[config.mk]
export PLATFORM = sky130hd
export DESIGN_NAME = ssc_stat_ctrl
export DESIGN_NICKNAME = d
export VERILOG_FILES = /design/src/rtl/ssc_stat_ctrl.sv
export SDC_FILE = /design/constraint.sdc
export NUM_CORES = 1
export LEC_CHECK = 0
export BUFFER_PORTS_ARGS = -buffer_cell sky130_fd_sc_hd__buf_2
export CORE_MARGIN = 2
export CORE_UTILIZATION = 36
export CTS_BUF_LIST = sky130_fd_sc_hd__clkbuf_8
export DETAILED_ROUTE_END_ITERATION = 8
export GPL_ROUTABILITY_DRIVEN = 0
export PLACE_DENSITY = 0.82
export SKIP_CTS_REPAIR_TIMING = 1
export SLEW_MARGIN = 25
export SYNTH_ARGS = -nofsm -noshare
export SYNTH_HDL_FRONTEND = slang
export SYNTH_SLANG_ARGS = --single-unit
[constraint.sdc]
create_clock -name clk -period 1.3 [get_ports clk]
set_clock_uncertainty 0.15 [all_clocks]
set_input_delay 0.195 -clock clk [delete_from_list [all_inputs] [get_ports clk]]
set_output_delay 0.195 -clock clk [all_outputs]
set_load 0.01 [all_outputs]
[src/rtl/ssc_stat_ctrl.sv]
module ssc_stat_ctrl #(
  parameter int NERR   = 6,
  parameter int RXBV_W = 3
) (
  input  logic              clk,
  input  logic              rst_n,
  input  logic              cmd_we,
  input  logic [15:0]       cmd,
  input  logic [NERR-1:0]   err_evt,
  input  logic [NERR-2:0]   err_en,
  input  logic              busy_i,
  input  logic              rxbv_we,
  input  logic [RXBV_W-1:0] rxbv_val,
  output logic [31:0]       status,
  output logic              err_irq
);
  localparam int ERR_LSB  = 7;
  localparam int BUSY_BIT = ERR_LSB + NERR;
  localparam int RXBV_LSB = 28;

  function automatic int clr_pos(int i);
    return (i == 0) ? 6 : (i == 5) ? 4 : 7 + i;
  endfunction

  function automatic int set_pos(int i);
    return (i == 0) ? 7 : (i == 5) ? 5 : 11 + i;
  endfunction

  logic              en_q, ms_q;
  logic [NERR-1:0]   err_q;
  logic [RXBV_W-1:0] rxbv_q;

  wire [15:0] c = cmd_we ? cmd : 16'h0;

  always_ff @(posedge clk or negedge rst_n)
    if (!rst_n) begin
      en_q <= 1'b0;
      ms_q <= 1'b0;
    end else begin
      if (c[0])      en_q <= 1'b0;
      else if (c[1]) en_q <= 1'b1;
      if (c[2])      ms_q <= 1'b0;
      else if (c[3]) ms_q <= 1'b1;
    end

  for (genvar i = 0; i < NERR; i++) begin : g_err
    logic hw;
    if (i == 0) begin : g_ungated
      assign hw = err_evt[i];
    end else begin : g_gated
      assign hw = err_evt[i] & err_en[i-1];
    end
    always_ff @(posedge clk or negedge rst_n)
      if (!rst_n)                err_q[i] <= 1'b0;
      else if (hw)               err_q[i] <= 1'b1;
      else if (c[clr_pos(i)])    err_q[i] <= 1'b0;
      else if (c[set_pos(i)])    err_q[i] <= 1'b1;
  end

  always_ff @(posedge clk or negedge rst_n)
    if (!rst_n)       rxbv_q <= '0;
    else if (rxbv_we) rxbv_q <= rxbv_val;

  always_comb begin
    status = '0;
    status[0] = en_q;
    status[1] = ms_q;
    status[ERR_LSB +: NERR] = err_q;
    status[BUSY_BIT] = busy_i & rst_n;
    status[RXBV_LSB +: RXBV_W] = rxbv_q;
  end

  assign err_irq = |err_q;
endmodule


==> results.tsv, run 1 <==
metric	value	unit
initial_utilization	0.381	
ys_top_cells_by_area	sky130_fd_sc_hd__dfrtp_1 (42%), sky130_fd_sc_hd__buf_4 (25%), sky130_fd_sc_hd__a21oi_1 (6.8%), sky130_fd_sc_hd__and2_2 (5.7%), sky130_fd_sc_hd__mux2_2 (5.1%)	
global_route.peak_usage_layer	met2	
firstDrtPassIters	2	
mappedNetlistArea	658	um2
critical_path.max_fanout	3	
yosysSeqAreaShare	0.418	
synth-main-ff-cell	sky130_fd_sc_hd__dfrtp_1	
global_route_total_overflow	0	
crit_type	register to output port	
register_bit_count_reported_by_yosys	11	
wl_per_cell	9.85	um
drcViolationCount	0	
first_iter_violations	1	
routed_wirelength	1430	um
std_cell_rows	15	
reg2reg_from	status[7]	
core_area	0.00173	mm2
static-leakage-power	0.486	nW
timing.critical_path.required	0.95	ns
worst_ep_arrival_time	1.12	ns
post-synth-top-area-cell	sky130_fd_sc_hd__dfrtp_1	
final_layout_size_suffix_gt1_frac	0.525	
yosys_synthesis_warning_count	0	
global_route_wire_length_before_repair	1900	um
achievable-frequency	683	MHz
hold_class	input port to register	
cp_cell_sequence	nor4_2 > nand2_1 > buf_2	
htreeDepth	1	
die_width	46.8	um
antenna_violating_nets_post_route	0	
cts_tree	built	
clock_sink_count	11	
detailed_place.area	827	um2
top_level_ports	68	
grtUsageMet3	0.0308	
synth_commonest_cells	sky130_fd_sc_hd__buf_4 (22), sky130_fd_sc_hd__dfrtp_1 (11), sky130_fd_sc_hd__a21oi_1 (9)	
timing.max_cap.violations	0	
final_cells	145	
cp_top_family	flip-flops	
power_density_over_cell_area	1040	mW/mm2
failed_checks	negative hold slack, negative setup slack	
cpPeakStageDelay	0.40	ns
global_route.usage.total	0.124	
netlist.area_leader.share	0.418	
holdCritStartpoint	err_evt[0]	
seq_area	275	um2
first_global_vias	481	
sort_of_element_at_the_start_of_the_critical_path	register	
setup.worst_path.end_class	output port	
num_antenna_cells	0	
clock_path_buffers	2	
final_nets	156	
synth_edf_count	0	
clk_transition_reported_paths	0.06	ns
post_synth_inst_count	69	
yosysUniqueCellTypes	15	
min_delay_worst_endpoint	status[7]	
tritoncts.num_buffers	3	
final_period_minus_worst_setup_slack	1.46	ns
depth_of_the_worst_register_to_register_path	2	
globalRouteMet1Util	0.137	
pin_count_of_the_biggest_net_entering_global_routing	17	
hold_path_depth	2	
whs	-0.00357	ns
synthToLayoutAreaGrowth	38.2	%
slowest_cell_on_crit_path	sky130_fd_sc_hd__dfrtp_1	
postSynth.asyncResetShare	1.00	
routed-via-count	579	
grt_setup_unrepaired	yes	
period_utilisation_layout	1.13	
multi_input_comb_area	284	um2
report.final.hold_viol_count	1	
grt_antenna_before_repair	0	
finish.instance_area	910	um2
critical_path_buf_inv_count	1	
die_area	0.00219	mm2
yosysMostFrequentCell	sky130_fd_sc_hd__buf_4	
run_status	finished with violations	
drv_slew	0	
setup-violations-final	1	
die_h	46.8	um
ctsRootBufferMaster	sky130_fd_sc_hd__clkbuf_8	
synth.avg_cell_area	9.54	um2
post_drt_via_cell_ratio	3.99	
postLayoutSetupSlackWorst	-0.164	ns
preCtsSetupSlack	0.0236	ns
place.detailed.instances	138	
regToRegSetupSlack	0.33	ns
detailedPlacementHpwl	1100	um
power.total	947	uW
vdd_drop_max	0.000489	V
met2_usage	0.225	
clk_latency	0.24	ns
fillCellCount	165	
reg2reg_to	status[7]	
place.port_buffers	47	
[cells by family after synthesis]
group	synth area share
buffers and inverters	0.268
DFF	0.418
muxes	0.0513
AOI/OAI and AO/OA	0.131
and+or+nand+nor	0.125
other	0.00570
[placed cells by master (no fill, tap or decap), types with 3 or more instances in the layout]
cell / instances
sky130_fd_sc_hd__conb_1: 20
sky130_fd_sc_hd__buf_2: 47
sky130_fd_sc_hd__o21ai_1: 5
sky130_fd_sc_hd__and2_2: 5
sky130_fd_sc_hd__nand2_1: 6
sky130_fd_sc_hd__dfrtp_1: 11
sky130_fd_sc_hd__dlygate4sd3_1: 3
sky130_fd_sc_hd__a21oi_1: 9
sky130_fd_sc_hd__mux2_2: 3
sky130_fd_sc_hd__clkbuf_8: 3
[per-layer routing]
layer / up-vias / wire length, um
li1: 286 / -
met1: 254 / 509
met2: 39 / 794
met3: 0 / 124
met4: 0 / 0
met5: - / 0
[metrics by stage]
stage,utilization,hold WS [ns],TNS [ns]
6_report,0.527,-0.00357,-0.164
5_1_grt,0.527,0.00751,-0.225
4_1_cts,0.506,-0.264,-0.226
3_5_place_dp,0.479,-0.0145,0
3_3_place_gp,0.479,-0.0221,0
2_1_floorplan,-,-0.251,0
[layout make-up]
| cell class | count | area share |
|---|---|---|
| clock buffer | 3 | 0.0454 |
| clock inverter | 1 | 0.00550 |
| multi-input combinational | 54 | 0.312 |
| sequential | 11 | 0.303 |
| tap | 25 | 0.0344 |
| timing repair buffer | 51 | 0.300 |
[sequential cells by signal (all words and copies together), names as in the netlist]
register / count
ms_q: 1
rxbv_q: 3
status: 6
en_q: 1
[where the power goes]
| group | switching [mW] | internal (mW) |
|---|---|---|
| logic | 0.108 | 0.100 |
| registers | 0.0229 | 0.378 |
| clock network | 0.128 | 0.210 |
| total | 0.258 | 0.688 |
[how the worst max path moves through the flow]
stage               startpoint       to  slack, ns  depth (start not counted)
floorplan           status[10]  err_irq       0.16                          2
global placement    status[10]  err_irq       0.12                          3
detailed placement  status[10]  err_irq       0.02                          3
CTS                 status[10]  err_irq      -0.23                          3
global route        status[11]  err_irq      -0.22                          3
finish              status[11]  err_irq      -0.16                          3
Power figures use the tool's default switching activity.
==> run 2, diff against run 1 <==
Settings changed: CORE_UTILIZATION 36 to 38, PLACE_DENSITY 0.82 to 0.86.
Clock period 1.3 ns to 1.85 ns, I/O delays scaled along.
==> run 2 against run 1 <==
The run now ends clean. Cell count is 7.6% lower. Design area fell by 4.8%. Sequential power is 30% lower. Core utilization decreased by 0.85 points. Power fell by 31%. Die area fell by 4.8%. Non-clock buffer count fell by 3. First-iteration DRC count did not move. Flip-flop and latch count did not move. Critical path depth rose by 1. Largest power group unchanged. Highest routed layer unchanged.
==> results.tsv, run 2 (synthesis gave the netlist of run 1 again) <==
metric	value	unit	change
timing.max_cap.violations	0		unchanged
pin_count_of_the_biggest_net_entering_global_routing	17		unchanged
first_iter_violations	1		unchanged
timing.critical_path.required	1.42	ns	+0.47 ns
commonest_non_fill_non_tap_cell_in_the_layout	sky130_fd_sc_hd__buf_2		
clock_path_buffers	2		unchanged
ctsRootBufferMaster	sky130_fd_sc_hd__clkbuf_8		
worst_ep_arrival_time	1.35	ns	+0.23 ns
place.port_buffers	47		unchanged
setup.worst_path.end_class	output port		
die_width	45.6	um	-2.4%
report.final.hold_viol_count	0		-1
num_antenna_cells	0		unchanged
whs	0.0632	ns	+0.0668 ns
regToRegSetupSlack	0.87	ns	+0.54 ns
cts_tree	built		
met2_usage	0.251		+0.0257
initial_utilization	0.394		+0.0128
routed_wirelength	1280	um	-10%
final_period_minus_worst_setup_slack	1.77	ns	
top_level_ports	68		unchanged
setup-violations-final	0		-1
largest_register_ff_count	6		unchanged
core_area	0.00167	mm2	-3.3%
die_area	0.00208	mm2	-4.8%
detailed_place.area	810	um2	-2.1%
firstDrtPassIters	2		unchanged
critical_path.max_fanout	12		+9
sort_of_element_at_the_start_of_the_critical_path	input port		
std_cell_rows	15		unchanged
mostFrequentLayoutCells	sky130_fd_sc_hd__buf_2 (47), sky130_fd_sc_hd__conb_1 (20), sky130_fd_sc_hd__dfrtp_1 (11)		
drcViolationCount	0		unchanged
crit_type	input port to output port		
global_route_total_overflow	0		unchanged
postLayoutSetupSlackWorst	0.0772	ns	+0.241 ns
reg2reg_to	status[7]		
power.total	656	uW	-31%
routed-via-count	570		-1.6%
run_status	complete, no violations		
antenna_violating_nets_post_route	0		unchanged
achievable-frequency	564	MHz	
final_layout_size_suffix_gt1_frac	0.521		-0.00363
die_h	45.6	um	-2.4%
final_nets	153		-1.9%
preCtsSetupSlack	0.434	ns	+0.410 ns
holdCritStartpoint	cmd[0]		
endpoint	status[13]		
detailedPlacementHpwl	1120	um	+1.4%
drv_slew	0		unchanged
final_core_utilization	0.518		-0.00846
vdd_drop_max	0.000339	V	-31%
globalRouteMet1Util	0.117		-0.0200
depth_of_the_worst_register_to_register_path	2		unchanged
clk_transition_reported_paths	0.05	ns	about the same
hold_class	input port to register		
period_utilisation_layout	0.958		
power_density_over_cell_area	758	mW/mm2	-27%
clk_latency	0.23	ns	about the same
wl_per_cell	9.55	um	-3.0%
post_drt_via_cell_ratio	4.25		+6.5%
global_route_wire_length_before_repair	1840	um	-3.3%
synthToLayoutAreaGrowth	31.6	%	
grtUsageMet3	0.0397		+0.00891
grt_antenna_before_repair	0		unchanged
clock_sink_count	11		unchanged
startpoint	rst_n		
first_global_vias	484		+0.62%
static-leakage-power	0.473	nW	-2.7%
reg2reg_from	status[7]		
htreeDepth	1		unchanged
global_route.peak_usage_layer	met2		
finish.instance_area	866	um2	-4.8%
global_route.usage.total	0.128		+0.00346
tritoncts.num_buffers	3		unchanged
[run 2: cell types whose count changed in the layout (fill, tap and decap cells not counted), sizes merged]
cell         change
buf              -1
dlygate4sd3      -2
[run 2: cell type report]
cell class                 instances  area [um2]
timing repair buffer              48         245
clock inverter                     1        5.00
fill                             172         805
tap                               17        21.3
multi-input combinational         54         278
sequential                        11         275
clock buffer                       3        41.3
[run 2: critical path, cell delays in order]
cell	delay [ns]
sky130_fd_sc_hd__dlygate4sd3_1	0.53
sky130_fd_sc_hd__buf_2	0.26
sky130_fd_sc_hd__and2_1	0.16
sky130_fd_sc_hd__buf_2	0.12
[run 2: how the worst min path moves through the flow]
stage           endpoint  slack, ns  depth (start not counted)
6_report            en_q       0.06                          2
2_1_floorplan       en_q      -0.17                          0
3_3_place_gp        en_q      0.002                          1
5_1_grt             en_q       0.08                          2
4_1_cts        rxbv_q[2]      -0.24                          1
3_5_place_dp        en_q       0.01                          1
[run 2: metal layers]
| layer | vias up | part of all wire |
|---|---|---|
| met1 | 254 | 0.33 |
| met2 | 33 | 0.56 |
| li1 | 283 | - |
| met4 | 0 | 0 |
| met3 | 0 | 0.11 |
| met5 | - | 0 |
[run 2: report_power, final]
| group | total (mW) | switching (mW) | internal (mW) |
|---|---|---|---|
| clock | 0.237 | 0.0889 | 0.148 |
| sequential | 0.279 | 0.0139 | 0.266 |
| combinational | 0.140 | 0.0741 | 0.0661 |
| total | 0.656 | 0.177 | 0.479 |
[run 2: through the flow]
step	TNS [ns]	std cells
finish	0	134
global route	-0.0277	134
CTS	0	133
detailed placement	0	129
global placement	0	129
floorplan	0	88
